==> src/rtl/sym5_pkg.sv <==
package sym5_pkg;
  localparam int NIB_W = 4;
  localparam int SYM_W = 5;
  localparam logic [SYM_W-1:0] ESC_SYM = 5'b00010;

  // Strobes from control to datapath, at most one active per cycle
  typedef struct packed {
    logic load;   // slot boundary with a nibble offered
    logic starve; // slot boundary with nothing offered
    logic shift;  // inside a slot: advance one bit
  } sym5_ctrl_t;

  function automatic logic [SYM_W-1:0] dataSymbol(input logic [NIB_W-1:0] nib);
    logic [SYM_W-1:0] s;
    case (nib)
      4'h0: s = 5'b01010;  4'h1: s = 5'b01001;
      4'h2: s = 5'b10101;  4'h3: s = 5'b01011;
      4'h4: s = 5'b01110;  4'h5: s = 5'b01101;
      4'h6: s = 5'b00111;  4'h7: s = 5'b01111;
      4'h8: s = 5'b11010;  4'h9: s = 5'b11001;
      4'hA: s = 5'b10010;  4'hB: s = 5'b11011;
      4'hC: s = 5'b11110;  4'hD: s = 5'b11101;
      4'hE: s = 5'b10111;  default: s = 5'b11111;
    endcase
    return s;
  endfunction
endpackage

==> src/rtl/sym5_ctrl.sv <==
module sym5_ctrl
  import sym5_pkg::*;
#(
  parameter int SLOT_LEN = SYM_W
) (
  input  logic       clk,
  input  logic       rst_n,
  input  logic       nibValid,
  output logic       nibReady,
  output sym5_ctrl_t ctrl
);
  localparam int CNT_W = $clog2(SLOT_LEN);

  logic [CNT_W-1:0] bitCnt;
  logic             slotStart;

  assign slotStart = (bitCnt == '0);
  assign nibReady  = slotStart;

  always_ff @(posedge clk or negedge rst_n) begin
    if (!rst_n)                                bitCnt <= '0;
    else if (bitCnt == CNT_W'(SLOT_LEN - 1))   bitCnt <= '0;
    else                                       bitCnt <= bitCnt + 1'b1;
  end

  always_comb begin
    ctrl.load   = slotStart &  nibValid;
    ctrl.starve = slotStart & ~nibValid;
    ctrl.shift  = ~slotStart;
  end

  assert_req_single_R2: assert property (@(posedge clk) disable iff (!rst_n)
    nibReady |=> !nibReady);
  assert_cnt_range_R2: assert property (@(posedge clk) disable iff (!rst_n)
    bitCnt < CNT_W'(SLOT_LEN));
  assert_strobe_excl_R2: assert property (@(posedge clk) disable iff (!rst_n)
    $onehot0({ctrl.load, ctrl.starve, ctrl.shift}));
endmodule

==> src/rtl/sym5_datapath.sv <==
module sym5_datapath
  import sym5_pkg::*;
(
  input  logic             clk,
  input  logic             rst_n,
  input  sym5_ctrl_t       ctrl,
  input  logic [NIB_W-1:0] nibData,
  input  logic             nibEscape,
  output logic             lineOut,
  output logic             underflow
);
  logic [SYM_W-1:0] symbol;
  logic [SYM_W-1:0] shiftReg;
  logic             haveSym;
  logic             lineLevel;
  logic             underflowQ;

  assign symbol = nibEscape ? ESC_SYM : dataSymbol(nibData);

  always_ff @(posedge clk or negedge rst_n) begin
    if (!rst_n) begin
      shiftReg   <= '0;
      haveSym    <= 1'b0;
      lineLevel  <= 1'b0;
      underflowQ <= 1'b0;
    end else if (ctrl.load) begin
      shiftReg   <= {symbol[SYM_W-2:0], 1'b0};
      lineLevel  <= lineLevel ^ symbol[SYM_W-1];
      haveSym    <= 1'b1;
      underflowQ <= 1'b0;
    end else if (ctrl.starve) begin
      shiftReg   <= '0;
      haveSym    <= 1'b0;
      underflowQ <= 1'b1;
    end else if (ctrl.shift && haveSym) begin
      shiftReg   <= {shiftReg[SYM_W-2:0], 1'b0};
      lineLevel  <= lineLevel ^ shiftReg[SYM_W-1];
    end
  end

  assign lineOut   = lineLevel;
  assign underflow = underflowQ;

  assert_hold_line_R7: assert property (@(posedge clk) disable iff (!rst_n)
    (underflowQ && !ctrl.load) |=> (lineLevel == $past(lineLevel)));
  assert_flag_set_R7: assert property (@(posedge clk) disable iff (!rst_n)
    ctrl.starve |=> underflowQ);
  assert_flag_clear_R8: assert property (@(posedge clk) disable iff (!rst_n)
    ctrl.load |=> !underflowQ);
  assert_zero_holds_R6: assert property (@(posedge clk) disable iff (!rst_n)
    (ctrl.shift && haveSym && !shiftReg[SYM_W-1]) |=> $stable(lineLevel));
  assert_esc_lead_R4: assert property (@(posedge clk) disable iff (!rst_n)
    (ctrl.load && nibEscape) |=> $stable(lineLevel));
endmodule

==> src/rtl/sym5_line_encoder.sv <==
module sym5_line_encoder
  import sym5_pkg::*;
(
  input  logic       clk,
  input  logic       rst_n,
  input  logic       nibValid,
  input  logic [3:0] nibData,
  input  logic       nibEscape,
  output logic       nibReady,
  output logic       lineOut,
  output logic       underflow
);
  sym5_ctrl_t ctrl;

  sym5_ctrl #(.SLOT_LEN(SYM_W)) u_ctrl (
    .clk      (clk),
    .rst_n    (rst_n),
    .nibValid (nibValid),
    .nibReady (nibReady),
    .ctrl     (ctrl)
  );

  sym5_datapath u_datapath (
    .clk       (clk),
    .rst_n     (rst_n),
    .ctrl      (ctrl),
    .nibData   (nibData),
    .nibEscape (nibEscape),
    .lineOut   (lineOut),
    .underflow (underflow)
  );
endmodule

==> config.mk <==
export PLATFORM = sky130hd
export DESIGN_NAME = sym5_line_encoder
export DESIGN_NICKNAME = d
export VERILOG_FILES = /design/src/rtl/sym5_pkg.sv /design/src/rtl/sym5_ctrl.sv /design/src/rtl/sym5_datapath.sv /design/src/rtl/sym5_line_encoder.sv
export SDC_FILE = /design/constraint.sdc
export NUM_CORES = 1
export LEC_CHECK = 0
export ABC_CLOCK_PERIOD_IN_PS = 1190
export BUFFER_PORTS_ARGS = -buffer_cell sky130_fd_sc_hd__buf_2
export CAP_MARGIN = 10
export CORE_UTILIZATION = 40
export CTS_BUF_LIST = sky130_fd_sc_hd__clkbuf_4
export CTS_CLUSTER_DIAMETER = 50
export DETAILED_ROUTE_END_ITERATION = 10
export SYNTH_ARGS = -nofsm -noshare
export SYNTH_HDL_FRONTEND = slang
export SYNTH_SLANG_ARGS = --single-unit
export TNS_END_PERCENT = 20
==> constraint.sdc <==
create_clock -name clk -period 1.19 [get_ports clk]
set_input_delay 0.0595 -clock clk [delete_from_list [all_inputs] [get_ports clk]]
set_output_delay 0.0595 -clock clk [all_outputs]
set_load 0.02 [all_outputs]
==> flow_summary.ini <==
[final_layout]
syn_to_final_growth_pct = 35.8
seqCellArea_um2 = 250
fillCellCount = 124
antenna_cells = 0
nNetsFinal = 90
multi_input_area_um2 = 298
final_util = 0.580
drive_above_1_share = 0.453

[critical_path]
critical_path_class = flip-flop to output port
startpoint_type = flip-flop
reg2reg_slack_ns = -0.03
cp_top_family = flip-flops
critPathRequiredTime_ns = 1.13
worstPathCellList = inv_2 > ha_4 > nand2b_4 > inv_6 > buf_6 > buf_6
cp-end-kind = output port
worst-path-max-fanout = 5
crit_buf_inv = 4
arrival_ns = 1.21
cp_slowest_cell = dfrtp_1
cpPeakStageDelay_ns = 0.38
crit_top_cell = buf_6

[route]
ant_nets = 0
drc = 0
wl_per_cell_um = 11.3
via_count = 432
drt_wl_total_um = 1020
viasPerCell = 4.80
drt_iter0_drc = 2
drt_first_pass_iters = 4

[grt]
use_met3 = 0.102
grt_max_degree = 11
grt_first_pass_wirelength_um = 1580
grt_use_met1 = 0.206
antenna_found_initial = 0
gr-usage-met2 = 0.225
overflow = 0
grt_pass1_vias = 368
gr-max-usage-layer = met2
track_usage = 0.163

[sta]
drv_slew = 0
fin_ws_ns = -0.0746
timing.fmax_ghz = 0.791
fin_worst_skew_ns = 0.00705
period_share = 1.06
timing_hold_violations_final = 0
setup_viol = 3
worst_slew_pin_slew_ns = 0.219
maxSlewHeadroom = 0.854
finalCriticalPeriod_ns = 1.26
rsz0062_at_grt = true
hold_slack_ns = 0.0557

[die]
pin_count = 11
rows = 13
die_height_um = 39.3
core_area_um2 = 1300
die_x_um = 39.3
dieArea_um2 = 1540
start_util = 0.427

[yosys]
ys_ff_latch = 10
synth_cells = 53
yosys_warnings = 0
synth_area_per_cell_um2 = 10.5
synth_edf_count = 0
synth_nets = 66
syn-cell-area_um2 = 556
synthFlopType = dfrtp_1
ys_async_sr_fraction = 1.00
yosysSeqAreaShare = 0.450
synth.distinct_cells = 19

[run_status]
status = finished with violations
violations = negative setup slack

[clock_network]
clk_pin_slew_ns = 0.06
cts_tree = built
clockBufferDepth = 2
cts.sinks = 10
clk_latency_ns = 0.26
htreeDepth = 1
cts_made_buffers = 3
root_buffer = clkbuf_4

[power_and_ir_drop]
finalPower_w = 0.000742
p_per_area_nw_per_um2 = 983
ir_drop_uv = 735
leakagePower_nw = 0.393

[run]
drv_cap = 0

[place]
port_buffers = 10
place.gp.congestion = 0.738
hpwlAfterDp_um = 849

[min_path]
hold_class = primary input to flip-flop
-- routing by layer --
layer	vias to the layer above	wire length, um
met5	-	0
met4	0	0
met3	0	59
met2	10	464
met1	193	493
li1	229	-
-- synthesized netlist by cell type, types with 2 or more instances --
| cell | number | area (um2) |
|---|---|---|
| mux2i_1 | 2 | 20.0 |
| dfrtp_1 | 10 | 250 |
| ha_1 | 5 | 62.6 |
| o21ai_0 | 6 | 30.0 |
| o21ai_1 | 2 | 10.0 |
| nand3_1 | 3 | 15.0 |
| a21oi_1 | 5 | 25.0 |
| o31a_2 | 2 | 20.0 |
| inv_1 | 7 | 26.3 |
| nand2_1 | 2 | 7.51 |
-- worst paths after layout --
| path | to | depth (start not counted) | from |
|---|---|---|---|
| min in group asynchronous | u_ctrl.bitCnt[0] | 2 | rst_n |
| worst min register to register | u_datapath.underflow | 2 | u_datapath.underflow |
| worst max-delay path | nibReady | 6 | u_ctrl.bitCnt[1] |
| max in group asynchronous | u_datapath.shiftReg[1] | 2 | rst_n |
| worst max register to register | u_datapath.shiftReg[4] | 7 | u_ctrl.bitCnt[1] |
| worst min-delay path | u_datapath.underflow | 2 | nibValid |
-- registers in the layout, indices dropped and copies added, names as in the netlist --
| name | count |
|---|---|
| u_datapath.shiftReg | 4 |
| u_ctrl.bitCnt | 3 |
| u_datapath.haveSym | 1 |
| u_datapath.lineOut | 1 |
| u_datapath.underflow | 1 |
-- kinds of logic (layout without fill, tap and decap cells) --
family                     Yosys count  in the layout  share of synthesized area
muxes                                2              2                     0.0360
AOI/OAI and AO/OA                   19             19                      0.205
xor gates and xnor gates             1              1                     0.0158
buffers and inverters                8             30                     0.0631
adders and majority gates            5              5                      0.113
and+or+nand+nor                      8              8                      0.117
DFF                                 10             10                      0.450
-- layout make-up --
cell class / count / share of cell area
Inverter: 8 / 0.0464
Multi-Input combinational cell: 35 / 0.395
Clock buffer: 3 / 0.0299
Tap cell: 15 / 0.0249
Sequential cell: 10 / 0.332
Timing Repair Buffer: 19 / 0.172
-- metrics by stage --
stage                     cells  setup TNS [ns]  worst slack, ns  cell area (um2)
after floorplan              53       -0.000281        -0.000281              568
final                        90          -0.123          -0.0746              754
after global routing         90          -0.328           -0.130              754
after CTS                    89          -0.254           -0.105              739
after global placement       84        -0.00353         -0.00353              682
after detailed placement     84         -0.0636          -0.0316              682
-- where the power goes --
part | switching, W | total (W) | internal (W)
Sequential | 0.0000234 | 0.000395 | 0.000371
Combinational | 0.0000745 | 0.000132 | 0.0000576
Clock | 0.0000991 | 0.000215 | 0.000116
Total | 0.000197 | 0.000742 | 0.000545
-- cells in the final DEF, fill, tap and decap left out, drive strengths merged, types with 2 or more instances in the layout --
master / instances
a21oi: 5
buf: 18
clkbuf: 3
dfrtp: 10
ha: 5
inv: 8
mux2i: 2
nand2: 2
nand3: 3
o21ai: 9
o31a: 2
-- worst reg2reg max path, cell delays in order, from the launching register on --
cell and delay, ns:
dfrtp_1 0.38, inv_2 0.08, ha_4 0.15, nand2b_4 0.07, buf_4 0.16, o21ai_1 0.08
o21ai_1 0.08, o31a_2 0.12
-- what timing repair did --
action                     4_1_cts  5_1_grt
hold endpoints to repair        10        0
hold buffers                     1        0
pin swaps                        1        2
buffers inserted                 1        1
setup endpoints to repair        5        6
resized for setup                6        3
No activity file was read; power rests on OpenSTA's default activity.
